`src/rtl/lin_uart_pkg.sv`:
```
package lin_uart_pkg;

    localparam int OVS      = 16;
    localparam int OVS_W    = $clog2(OVS);
    localparam int DATA_W   = 8;
    localparam int BRK_BITS = 11;

    typedef enum logic [1:0] {
        TX_IDLE,
        TX_FRAME,
        TX_BRK,
        TX_DLM
    } tx_state_e;

    typedef struct packed {
        logic brk;
        logic ovr;
        logic frm;
        logic par;
    } flag_vec_t;

    function automatic logic calc_par(input logic [DATA_W-1:0] d, input logic odd);
        return (^d) ^ odd;
    endfunction

    function automatic logic maj3(input logic a, input logic b, input logic c);
        return (a & b) | (a & c) | (b & c);
    endfunction

endpackage

```
`src/rtl/lin_baud_gen.sv`:
```
module lin_baud_gen #(
    parameter int RLD_W = 16
) (
    input  logic             clk,
    input  logic             rst,
    input  logic [RLD_W-1:0] reload,
    input  logic             ext_sel,
    input  logic             ext_clk,
    output logic             tick
);
    logic [RLD_W-1:0] cnt_q;
    logic [2:0]       ext_sync_q;

    always_ff @(posedge clk) begin
        if (rst) begin
            cnt_q      <= '0;
            ext_sync_q <= '0;
        end else begin
            ext_sync_q <= {ext_sync_q[1:0], ext_clk};
            if (cnt_q == '0) cnt_q <= reload;
            else             cnt_q <= cnt_q - 1'b1;
        end
    end

    assign tick = ext_sel ? (ext_sync_q[1] & ~ext_sync_q[2]) : (cnt_q == '0);

    AST_TICK_GAP: assert property (@(posedge clk) disable iff (rst)
        (!ext_sel && tick && reload != '0) |=> (ext_sel || !tick));

endmodule

```
`src/rtl/lin_tx.sv`:
```
module lin_tx
    import lin_uart_pkg::*;
(
    input  logic              clk,
    input  logic              rst,
    input  logic              tick,
    input  logic              par_en,
    input  logic              par_odd,
    input  logic [1:0]        brk_ext,
    input  logic [1:0]        dlm_ext,
    input  logic              wr,
    input  logic [DATA_W-1:0] wdata,
    input  logic              brk_req,
    output logic              hold_full,
    output logic              busy,
    output logic              txd
);
    localparam int SHF_W = DATA_W + 3;

    tx_state_e         state_q;
    logic [DATA_W-1:0] hold_q;
    logic              hold_full_q;
    logic              brk_pend_q;
    logic [SHF_W-1:0]  shf_q;
    logic [OVS_W-1:0]  sub_q;
    logic [4:0]        bits_q;
    logic [4:0]        limit;
    logic              bit_end, done, can_start, start_brk, start_frm;
    logic [SHF_W-1:0]  shf_load;

    always_comb begin
        case (state_q)
            TX_FRAME: limit = par_en ? 5'd11 : 5'd10;
            TX_BRK:   limit = 5'd13 + {3'b000, brk_ext};
            TX_DLM:   limit = 5'd1 + {3'b000, dlm_ext};
            default:  limit = 5'd1;
        endcase
    end

    assign bit_end   = tick && (state_q != TX_IDLE) && (sub_q == OVS_W'(OVS - 1));
    assign done      = bit_end && (bits_q == limit - 5'd1);
    assign can_start = tick && ((state_q == TX_IDLE) || (done && state_q != TX_BRK));
    assign start_brk = can_start && brk_pend_q;
    assign start_frm = can_start && !brk_pend_q && hold_full_q;
    assign shf_load  = par_en ? {1'b1, calc_par(hold_q, par_odd), hold_q, 1'b0}
                              : {2'b11, hold_q, 1'b0};

    always_ff @(posedge clk) begin
        if (rst) begin
            state_q     <= TX_IDLE;
            hold_q      <= '0;
            hold_full_q <= 1'b0;
            brk_pend_q  <= 1'b0;
            shf_q       <= '1;
            sub_q       <= '0;
            bits_q      <= '0;
        end else begin
            if (tick && state_q != TX_IDLE) sub_q <= sub_q + 1'b1;
            if (start_brk) begin
                state_q    <= TX_BRK;
                brk_pend_q <= 1'b0;
                bits_q     <= '0;
                sub_q      <= '0;
            end else if (start_frm) begin
                state_q     <= TX_FRAME;
                shf_q       <= shf_load;
                hold_full_q <= 1'b0;
                bits_q      <= '0;
                sub_q       <= '0;
            end else if (done) begin
                bits_q  <= '0;
                state_q <= (state_q == TX_BRK) ? TX_DLM : TX_IDLE;
            end else if (bit_end) begin
                bits_q <= bits_q + 1'b1;
                if (state_q == TX_FRAME) shf_q <= {1'b1, shf_q[SHF_W-1:1]};
            end
            if (wr && !hold_full_q) begin
                hold_q      <= wdata;
                hold_full_q <= 1'b1;
            end
            if (brk_req) brk_pend_q <= 1'b1;
        end
    end

    always_comb begin
        case (state_q)
            TX_FRAME: txd = shf_q[0];
            TX_BRK:   txd = 1'b0;
            default:  txd = 1'b1;
        endcase
    end

    assign hold_full = hold_full_q;
    assign busy      = (state_q != TX_IDLE);

    AST_HOLD_KEEP: assert property (@(posedge clk) disable iff (rst)
        (hold_full_q && !start_frm) |=> (hold_full_q && $stable(hold_q)));
    AST_BRK_FIRST: assert property (@(posedge clk) disable iff (rst)
        (can_start && brk_pend_q) |=> (state_q == TX_BRK));

endmodule

```
`src/rtl/lin_rx.sv`:
```
module lin_rx
    import lin_uart_pkg::*;
(
    input  logic              clk,
    input  logic              rst,
    input  logic              tick,
    input  logic              par_en,
    input  logic              par_odd,
    input  logic              slave,
    input  logic              rxd,
    input  logic              rd,
    input  logic [3:0]        clr,
    output logic [DATA_W-1:0] rdata,
    output logic              rvalid,
    output flag_vec_t         flags
);
    localparam int BRK_TICKS = BRK_BITS * OVS;
    localparam int LOW_W     = $clog2(BRK_TICKS + 1);

    logic              meta_q, rxs_q;
    logic              active_q;
    logic [OVS_W-1:0]  sub_q;
    logic [3:0]        idx_q;
    logic              s7_q, s8_q, par_bit_q;
    logic [DATA_W-1:0] sh_q;
    logic [DATA_W-1:0] rdata_q;
    logic              rvalid_q;
    flag_vec_t         flags_q, set_v;
    logic [LOW_W-1:0]  low_q;
    logic              maj, decide, done_stop;
    logic [3:0]        stop_idx;

    assign maj       = maj3(s7_q, s8_q, rxs_q);
    assign decide    = tick && active_q && (sub_q == OVS_W'(9));
    assign stop_idx  = par_en ? 4'd10 : 4'd9;
    assign done_stop = decide && (idx_q == stop_idx);

    always_comb begin
        set_v     = '0;
        set_v.ovr = done_stop && rvalid_q && !rd;
        set_v.frm = done_stop && !set_v.ovr && !maj;
        set_v.par = done_stop && !set_v.ovr && par_en && (par_bit_q != calc_par(sh_q, par_odd));
        set_v.brk = slave && tick && !rxs_q && (low_q == LOW_W'(BRK_TICKS - 1));
    end

    always_ff @(posedge clk) begin
        if (rst) begin
            meta_q    <= 1'b1;
            rxs_q     <= 1'b1;
            active_q  <= 1'b0;
            sub_q     <= '0;
            idx_q     <= '0;
            s7_q      <= 1'b1;
            s8_q      <= 1'b1;
            par_bit_q <= 1'b0;
            sh_q      <= '0;
            rdata_q   <= '0;
            rvalid_q  <= 1'b0;
            flags_q   <= '0;
            low_q     <= '0;
        end else begin
            meta_q <= rxd;
            rxs_q  <= meta_q;
            if (tick) begin
                if (!active_q) begin
                    if (!rxs_q) begin
                        active_q <= 1'b1;
                        sub_q    <= '0;
                        idx_q    <= '0;
                    end
                end else begin
                    sub_q <= sub_q + 1'b1;
                    if (sub_q == OVS_W'(7)) s7_q <= rxs_q;
                    if (sub_q == OVS_W'(8)) s8_q <= rxs_q;
                end
            end
            if (decide) begin
                idx_q <= idx_q + 1'b1;
                if (idx_q == 4'd0) begin
                    if (maj) active_q <= 1'b0;
                end else if (done_stop) begin
                    active_q <= 1'b0;
                end else if (idx_q <= 4'd8) begin
                    sh_q <= {maj, sh_q[DATA_W-1:1]};
                end else begin
                    par_bit_q <= maj;
                end
            end
            if (rd) rvalid_q <= 1'b0;
            if (done_stop && !set_v.ovr) begin
                rdata_q  <= sh_q;
                rvalid_q <= 1'b1;
            end
            if (rxs_q)                                        low_q <= '0;
            else if (tick && low_q != LOW_W'(BRK_TICKS))      low_q <= low_q + 1'b1;
            flags_q <= (flags_q & ~flag_vec_t'(clr)) | set_v;
        end
    end

    assign rdata  = rdata_q;
    assign rvalid = rvalid_q;
    assign flags  = flags_q;

    AST_RX_HOLD: assert property (@(posedge clk) disable iff (rst)
        (rvalid_q && !rd) |=> rvalid_q);
    AST_OVR_KEEP: assert property (@(posedge clk) disable iff (rst)
        (done_stop && rvalid_q && !rd) |=> ($stable(rdata_q) && flags_q.ovr));
    AST_BRK_MASTER: assert property (@(posedge clk) disable iff (rst)
        (!slave && !flags_q.brk) |=> !flags_q.brk);
    AST_NO_SAMPLE_IDLE: assert property (@(posedge clk) disable iff (rst)
        (!active_q && rxs_q) |=> !active_q);

endmodule

```
`src/rtl/lin_uart_top.sv`:
```
module lin_uart_top
    import lin_uart_pkg::*;
#(
    parameter int RLD_W = 16
) (
    input  logic             clk,
    input  logic             rst,
    input  logic [RLD_W-1:0] cfg_reload,
    input  logic             cfg_ext_sel,
    input  logic             ext_sclk,
    input  logic             cfg_par_en,
    input  logic             cfg_par_odd,
    input  logic             cfg_slave,
    input  logic [1:0]       cfg_brk_ext,
    input  logic [1:0]       cfg_dlm_ext,
    input  logic             tx_wr,
    input  logic [7:0]       tx_wdata,
    input  logic             tx_brk_req,
    output logic             tx_hold_full,
    output logic             tx_busy,
    output logic             txd,
    input  logic             rxd,
    input  logic             rx_rd,
    output logic [7:0]       rx_rdata,
    output logic             rx_valid,
    input  logic [3:0]       flag_clr,
    output logic             err_parity,
    output logic             err_frame,
    output logic             err_overrun,
    output logic             brk_seen
);
    logic      tick;
    flag_vec_t flags;

    lin_baud_gen #(.RLD_W(RLD_W)) baud_i (
        .clk(clk), .rst(rst), .reload(cfg_reload),
        .ext_sel(cfg_ext_sel), .ext_clk(ext_sclk), .tick(tick)
    );

    lin_tx tx_i (
        .clk(clk), .rst(rst), .tick(tick),
        .par_en(cfg_par_en), .par_odd(cfg_par_odd),
        .brk_ext(cfg_brk_ext), .dlm_ext(cfg_dlm_ext),
        .wr(tx_wr), .wdata(tx_wdata), .brk_req(tx_brk_req),
        .hold_full(tx_hold_full), .busy(tx_busy), .txd(txd)
    );

    lin_rx rx_i (
        .clk(clk), .rst(rst), .tick(tick),
        .par_en(cfg_par_en), .par_odd(cfg_par_odd), .slave(cfg_slave),
        .rxd(rxd), .rd(rx_rd), .clr(flag_clr),
        .rdata(rx_rdata), .rvalid(rx_valid), .flags(flags)
    );

    assign err_parity  = flags.par;
    assign err_frame   = flags.frm;
    assign err_overrun = flags.ovr;
    assign brk_seen    = flags.brk;

    AST_RESET_IDLE: assert property (@(posedge clk)
        $past(rst) |-> (txd && !tx_hold_full && !rx_valid));

endmodule

```
`config.mk`:
```
export PLATFORM = sky130hd
export DESIGN_NAME = lin_uart_top
export DESIGN_NICKNAME = d
export VERILOG_FILES = /design/src/rtl/lin_uart_pkg.sv /design/src/rtl/lin_baud_gen.sv /design/src/rtl/lin_tx.sv /design/src/rtl/lin_rx.sv /design/src/rtl/lin_uart_top.sv
export SDC_FILE = /design/constraint.sdc
export NUM_CORES = 1
export LEC_CHECK = 0
export BUFFER_PORTS_ARGS = -buffer_cell sky130_fd_sc_hd__buf_4
export CAP_MARGIN = 15
export CORE_MARGIN = 2
export CORE_UTILIZATION = 55
export CTS_CLUSTER_SIZE = 40
export DETAILED_ROUTE_END_ITERATION = 6
export PLACE_DENSITY = 0.76
export SYNTH_ARGS = -nofsm -noshare
export SYNTH_HDL_FRONTEND = slang
export SYNTH_SLANG_ARGS = --single-unit
export TNS_END_PERCENT = 10
```
`constraint.sdc`:
```
create_clock -name clk -period 8.8 [get_ports clk]
set_input_delay 1.76 -clock clk [delete_from_list [all_inputs] [get_ports clk]]
set_output_delay 1.76 -clock clk [all_outputs]
set_load 0.005 [all_outputs]
```
Word-level counts from Yosys, hierarchy flattened
Cells that the tools add are included.
Widths: inputs -> output; s select.
- register bits: 94
- add/subtract/negate cells: 9
- order comparisons: 1
- equality and inequality tests: 18
- multiplexer cells: 34
- bitwise operators: 16
- reduce and logical (&&, ||, !) cells: 55
- operators by type and width (kind ; count):
    $mux 11 ; 4
    $logic_and 1x1->1 ; 22
    $mux 4 ; 5
    $logic_not 16->1 ; 1
    $mux 1 ; 16
    $mux 16 ; 1
    $reduce_bool 2->1 ; 8
    $reduce_xor 8->1 ; 2
    $sub 16x1->16 const B ; 1
    $pmux 5 s3 ; 1
    $add 4x1->4 const B ; 3
    $eq 4x4->1 const B ; 3
    $ne 2x2->1 const B ; 6
    $reduce_and 4->1 ; 3
    $mux 10 ; 1
    $mux 2 ; 5
    $reduce_and 3->1 ; 3
    $add 8x1->8 const B ; 1
    $eq 8x8->1 const B ; 1
    $ne 8x8->1 const B ; 1
    $logic_not 1->1 ; 6
    $add 4x2->5 const A ; 1
    $add 5x1->5 const B ; 1
    $eq 5x5->1 ; 1
    24 further kinds ; 36

Longest topological paths before layout
- depth after elaboration: 14
- gate-level depth with buffers: 13

Hierarchy
Synthesis repeated with hierarchy kept, for this count alone.
- cells, all modules: 524
- area total of the unflattened synthesis: 4768.3 um^2
- modules (own cells, without submodules) (module ; instances ; cells each ; area an instance (um^2) ; seq. area each (um^2)):
    lin_rx ; 1 ; 237 ; 2097.0 ; 860.8
    lin_tx ; 1 ; 184 ; 1722.9 ; 620.6
    lin_baud_gen ; 1 ; 103 ; 948.4 ; 380.4

Least setup slack after synthesis
Ideal clock, no wire load.
- path type: in2reg
- start point: input cfg_dlm_ext[0]
- end point: register tx_i.bits_q[2]
- library setup time: 72 ps
- arrival: 3996 ps
- required time: 8728 ps
- slack: 4732 ps
- stages on the path: 11
- buffers on the path: 1
- path through: ha_1 > o31ai_1 > ha_1 > nor2b_1 > a221oi_1 > xnor2_1 > nor3_2 > and2_0 > buf_2 > or4b_1 > a21oi_1
- word-level cells in the longest chain between the ends: 11
- elaborated cells between the ends (all ways): 12
- classes of those cells: add/sub: 2; eq/ne: 1; mux: 1; reduce/logical: 8
- RTL lines (item ; line ; source):
    start, declared ; lin_uart_top.sv:15 ; input logic [1:0] cfg_dlm_ext,
    $add 1x2->3 * ; lin_tx.sv:35 ; TX_DLM: limit = 5'd1 + {3'b000, dlm_ext};
    $pmux 5 s3 * ; lin_tx.sv:32 ; case (state_q)
    $sub 5x1->5 * ; lin_tx.sv:41 ; assign done = bit_end && (bits_q == limit - 5'd1);
    $eq 5x5->1 * ; lin_tx.sv:41 ;
    $logic_and 1x1->1 * ; lin_tx.sv:41 ;
    $logic_and 1x1->1 ; lin_tx.sv:42 ; assign can_start = tick && ((state_q == TX_IDLE) || (done && state_q != TX_BRK));
    $logic_or 1x1->1 ; lin_tx.sv:42 ;
    $logic_and 1x1->1 ; lin_tx.sv:42 ;
    $logic_and 1x1->1 (2 in a row) ; lin_tx.sv:44 ; assign start_frm = can_start && !brk_pend_q && hold_full_q;
    $reduce_or 4->1 (no line) * ; - ;
    end signal, assigned ; lin_tx.sv:74 ; bits_q <= bits_q + 1'b1;
    end, declared ; lin_tx.sv:26 ; logic [4:0] bits_q;
Mark *: on every way between the ends. The rest lies on a longest branch, timed or not.
A chain may end at the register's enable or synchronous reset.

Worst setup path in the final report
- start point: input cfg_dlm_ext[0]
- end point: register tx_i.shf_q[3]
- word-level cells in the longest chain between the ends: 12
- elaborated cells between the ends (all ways): 17
- classes of those cells: add/sub: 2; eq/ne: 2; mux: 2; bitwise: 1; reduce/logical: 10
- RTL lines (item ; line ; source):
    $add 1x2->3 * ; lin_tx.sv:35 ;
    $pmux 5 s3 * ; lin_tx.sv:32 ;
    $sub 5x1->5 * ; lin_tx.sv:41 ;
    $eq 5x5->1 * ; lin_tx.sv:41 ;
    $logic_and 1x1->1 * ; lin_tx.sv:41 ;
    $logic_and 1x1->1 ; lin_tx.sv:42 ;
    $logic_or 1x1->1 ; lin_tx.sv:42 ;
    $logic_and 1x1->1 ; lin_tx.sv:42 ;
    $logic_and 1x1->1 (2 in a row) ; lin_tx.sv:44 ;
    $ne 2x2->1 (no line) / $reduce_bool 2->1 (equally long branches) ; - ;
    $reduce_and 4->1 (no line) ; - ;
    end signal, assigned ; lin_tx.sv:66 ; shf_q <= shf_load;
    end signal, assigned ; lin_tx.sv:75 ; if (state_q == TX_FRAME) shf_q <= {1'b1, shf_q[SHF_W-1:1]};
    end, declared ; lin_tx.sv:24 ; logic [SHF_W-1:0] shf_q;
Marks and branches as above.

==> metrics <==
filler cell count in the final layout=roughly 700; Crit path largest cell delay=840 ps; leakage=approximately 2.1 nW; largest area contributor in the synthesized netlist=sky130_fd_sc_hd__dfxtp_1; signal arrival time at the worst endpoint=between 4000 and 5000 ps; area of the core=~0.008 mm^2; routability cong.=just under 0.9; Reg2Reg Setup Slack=roughly 5000 ps; Layout Nets=a little over 600; Util after Layout=64.8%; number of instances on the worst hold path=1; number of buffers added by the clock tree synthesis step=9; Synth Cell Area=approximately 0.0046 mm^2; commonest register cell after synthesis=sky130_fd_sc_hd__dfxtp_1; wire length of the first global-routing pass=about 16000 um; number of antenna violations at the first check in global routing=0; total number of vias=between 3000 and 4000; worst r2r src=baud_i.cnt_q[0]; TritonCTS clock tree=built; post-route setup TNS=0 ps; number of DRC violations after detailed routing=0; peak ir drop on the vdd network=a little under 90 uV; average wire per standard cell=about 14 um; vias per cell=roughly 5.6; sequential element share of the synthesized area=about two fifths; post-cts hold buffer count=0; number of global-route vias before repair=roughly 3500; maximum root-to-sink buffer count=2; RSZ-0062 raised after global routing=no; starting utilization of the core area=a little under three fifths; worst-skew pair later-pin latency=360 ps; Register-to-Register Path Depth=9; worst min-delay path class=reg2reg; Core Rows=33; async set-reset flop share out of synthesis=0%; Gate Count Post-Synth=between 500 and 600; Clock transition at path regs=90 ps; Final Hold Viols=0; maximum number of pins on one net before global-route repair=78; normalized max-slew margin=between 30% and 40%; clock tree sinks=93; Worst Path Class, Setup=in2reg; die height=about 95 um; Routed Wire Length=between 9000 and 10000 um; floorplan die area=~0.0091 mm^2; number of max-slew violations in the final report=0; port buffer count=58; fmax=230 MHz; mean cell area of the mapped netlist=just over 9 um^2; number of H-tree levels=3; sequence of cells on the critical path=buf_4 > ha_1 > o31ai_1 > ha_1 > nor2b_1 > a221oi_1 > xnor2_1 > nor3_2 > a211oi_2 > mux2i_1 > a21oi_1; Clk Tree Root Cell=sky130_fd_sc_hd__clkbuf_8; Antenna Nets Post-Route=0; remaining global-route overflow=0; 1st-iter DRT viols=133; end point of the worst hold path=rx_i.rxs_q; area share of the largest cell type after synthesis=about two fifths; Tcrit/Tclk final=about half; CP max FO=10; Min-Delay Startpoint=rx_i.meta_q; number of antenna repair diodes=0; Post-CTS Setup Bufs=0; top cells by area in the synthesized netlist=sky130_fd_sc_hd__dfxtp_1 (41%), sky130_fd_sc_hd__mux2i_1 (8.8%), sky130_fd_sc_hd__nor2_1 (6.2%), sky130_fd_sc_hd__xnor2_1 (5.6%), sky130_fd_sc_hd__ha_1 (3.6%); synthesized net count=~560; post-DP HPWL=6330 um; P&R area growth vs syn=15.2%; cell seen most often among critical-path stages=sky130_fd_sc_hd__ha_1; Data required, critical path=9030 ps; terminus of the critical flop-to-flop path=tx_i.shf_q[3]; number of distinct library cells after synthesis=65; areal power density over the cells=213 mW/mm^2; maxcap violations=0; Die Width=95.2 um; final setup violating endpoints=0; top-level I/O count=~60; maximum clock skew at final layout=about 9.2 ps; final critical path time including I/O delays and setup=about 4400 ps; kind of start point of the critical path=input port; transition at the pin with the smallest max-transition slack=974 ps; master of the slowest instance on the critical path=sky130_fd_sc_hd__a211oi_2; fraction of final layout cells with drive strength greater than 1=roughly 16%; status=finished, final reports clean; number of warning messages in the yosys log=0; Pre-antenna DRT Iters=4; number of enable flip-flop cells after synthesis=0; number of register bits inferred by synthesis=93; element type at the critical path end=flip-flop; cts repair resizes=0; total routing usage reported by global routing=between 20% and 30%
-- worst max-delay path by stage --
stage                         from             end  slack [ps]  cells past startpoint
floorplan           cfg_dlm_ext[0]  tx_i.bits_q[2]        4730                     11
global placement    cfg_dlm_ext[0]   tx_i.shf_q[0]        4250                     11
detailed placement  cfg_dlm_ext[0]   tx_i.shf_q[3]        4140                     11
CTS                 cfg_dlm_ext[0]   tx_i.shf_q[3]        4480                     11
global route        cfg_dlm_ext[0]   tx_i.shf_q[1]        4240                     11
finish              cfg_dlm_ext[0]   tx_i.shf_q[3]        4440                     11
-- per-stage QoR --
stage	area, um^2	hold WS, ps	total power, mW	instances	worst slack (ps)
after floorplan	4570	389	0.751	505	4730
after global placement	5040	396	0.803	645	4250
after detailed placement	5040	398	0.811	645	4140
after CTS	5270	419	1.13	661	4480
after global routing	5270	462	1.19	661	4240
final	5270	421	1.12	661	4440
-- report_power, final --
part / total (mW) / internal [mW] / leakage, nW / switching, mW
registers: 0.507 / 0.463 / 0.756 / 0.0447
logic: 0.299 / 0.138 / 1.21 / 0.160
clock network: 0.316 / 0.168 / 0.106 / 0.148
-- layout by cell type, fill, tap and decap left out, types with 4 or more instances in the layout --
master and n:
sky130_fd_sc_hd__a211oi_1 9, sky130_fd_sc_hd__a21oi_1 22, sky130_fd_sc_hd__a22oi_1 6, sky130_fd_sc_hd__a31oi_1 4, sky130_fd_sc_hd__and3_1 6, sky130_fd_sc_hd__buf_4 58
sky130_fd_sc_hd__clkbuf_8 10, sky130_fd_sc_hd__dfxtp_1 93, sky130_fd_sc_hd__ha_1 13, sky130_fd_sc_hd__inv_1 16, sky130_fd_sc_hd__mux2i_1 40, sky130_fd_sc_hd__nand2_1 23
sky130_fd_sc_hd__nand2b_1 7, sky130_fd_sc_hd__nand3_1 6, sky130_fd_sc_hd__nand3b_1 8, sky130_fd_sc_hd__nand4_1 5, sky130_fd_sc_hd__nor2_1 76, sky130_fd_sc_hd__nor2b_1 11
sky130_fd_sc_hd__nor3_1 14, sky130_fd_sc_hd__nor3b_1 4, sky130_fd_sc_hd__nor4_1 9, sky130_fd_sc_hd__o21ai_0 11, sky130_fd_sc_hd__or3_1 6, sky130_fd_sc_hd__xnor2_1 29
sky130_fd_sc_hd__xor2_1 12
-- registers in the layout (all words and copies together), names as in the netlist, 4 cells and up --
signal,cells
tx_i.sub_q,4
rx_i.sh_q,8
tx_i.shf_q,10
tx_i.bits_q,5
rx_i.rdata,8
rx_i.flags,4
rx_i.low_q,8
rx_i.sub_q,4
rx_i.idx_q,4
baud_i.cnt_q,16
tx_i.hold_q,8
-- worst max-delay path: cells and delay by family --
family	cells	cell delay (ps)
AOI/OAI and AO/OA	4	1480
adders and majority gates	2	570
muxes	1	280
xor gates and xnor gates	1	190
and+or+nand+nor	2	180
buffers and inverters	1	110
-- logic make-up after synthesis --
group / synth area share [%]
fa+ha+maj: 3.77
flops: 40.7
xor+xnor: 7.85
simple gates: 23.3
buf+inv: 3.47
compound gates: 12.2
mux: 8.75
-- layer usage --
layer / global-route usage [%] / part of all wire (%)
met1: 27.9 / 47
met4: 7.97 / 1.5
met3: 3.79 / 4.1
met5: 0 / 0
met2: 36.4 / 48
-- synth_stat cells (3+ instances only) --
| master | count |
|---|---|
| sky130_fd_sc_hd__nand3b_1 | 8 |
| sky130_fd_sc_hd__nand2_1 | 23 |
| sky130_fd_sc_hd__nor2_1 | 76 |
| sky130_fd_sc_hd__or4_1 | 3 |
| sky130_fd_sc_hd__nor4_1 | 9 |
| sky130_fd_sc_hd__a311oi_1 | 3 |
| sky130_fd_sc_hd__nand2b_1 | 7 |
| sky130_fd_sc_hd__nand3_1 | 6 |
| sky130_fd_sc_hd__mux2i_1 | 40 |
| sky130_fd_sc_hd__inv_1 | 16 |
| sky130_fd_sc_hd__o31ai_1 | 3 |
| sky130_fd_sc_hd__ha_1 | 13 |
| sky130_fd_sc_hd__nor3_1 | 14 |
| sky130_fd_sc_hd__and3_1 | 6 |
| sky130_fd_sc_hd__dfxtp_1 | 93 |
| sky130_fd_sc_hd__o21ai_0 | 11 |
| sky130_fd_sc_hd__nor2b_1 | 11 |
| sky130_fd_sc_hd__a22oi_1 | 6 |
| sky130_fd_sc_hd__clkbuf_1 | 16 |
| sky130_fd_sc_hd__a211oi_1 | 9 |
| sky130_fd_sc_hd__or3_1 | 6 |
| sky130_fd_sc_hd__a21oi_1 | 22 |
| sky130_fd_sc_hd__nand4_1 | 5 |
| sky130_fd_sc_hd__xnor2_1 | 29 |
| sky130_fd_sc_hd__a31oi_1 | 4 |
| sky130_fd_sc_hd__o21ai_1 | 3 |
| sky130_fd_sc_hd__nor3b_1 | 4 |
| sky130_fd_sc_hd__or2_2 | 3 |
| sky130_fd_sc_hd__buf_2 | 4 |
| sky130_fd_sc_hd__xor2_1 | 12 |
-- area by class of cell --
class	count	area [um^2]	area share, %
well taps	105	131	2.49
repair buffers	58	435	8.27
clock inverters	5	83.8	1.59
inverters	16	60.1	1.14
flip-flops and latches	93	1860	35.3
multi-input cells	373	2550	48.5
clock buffers	11	141	2.68
(Power assumes the default switching activity.)
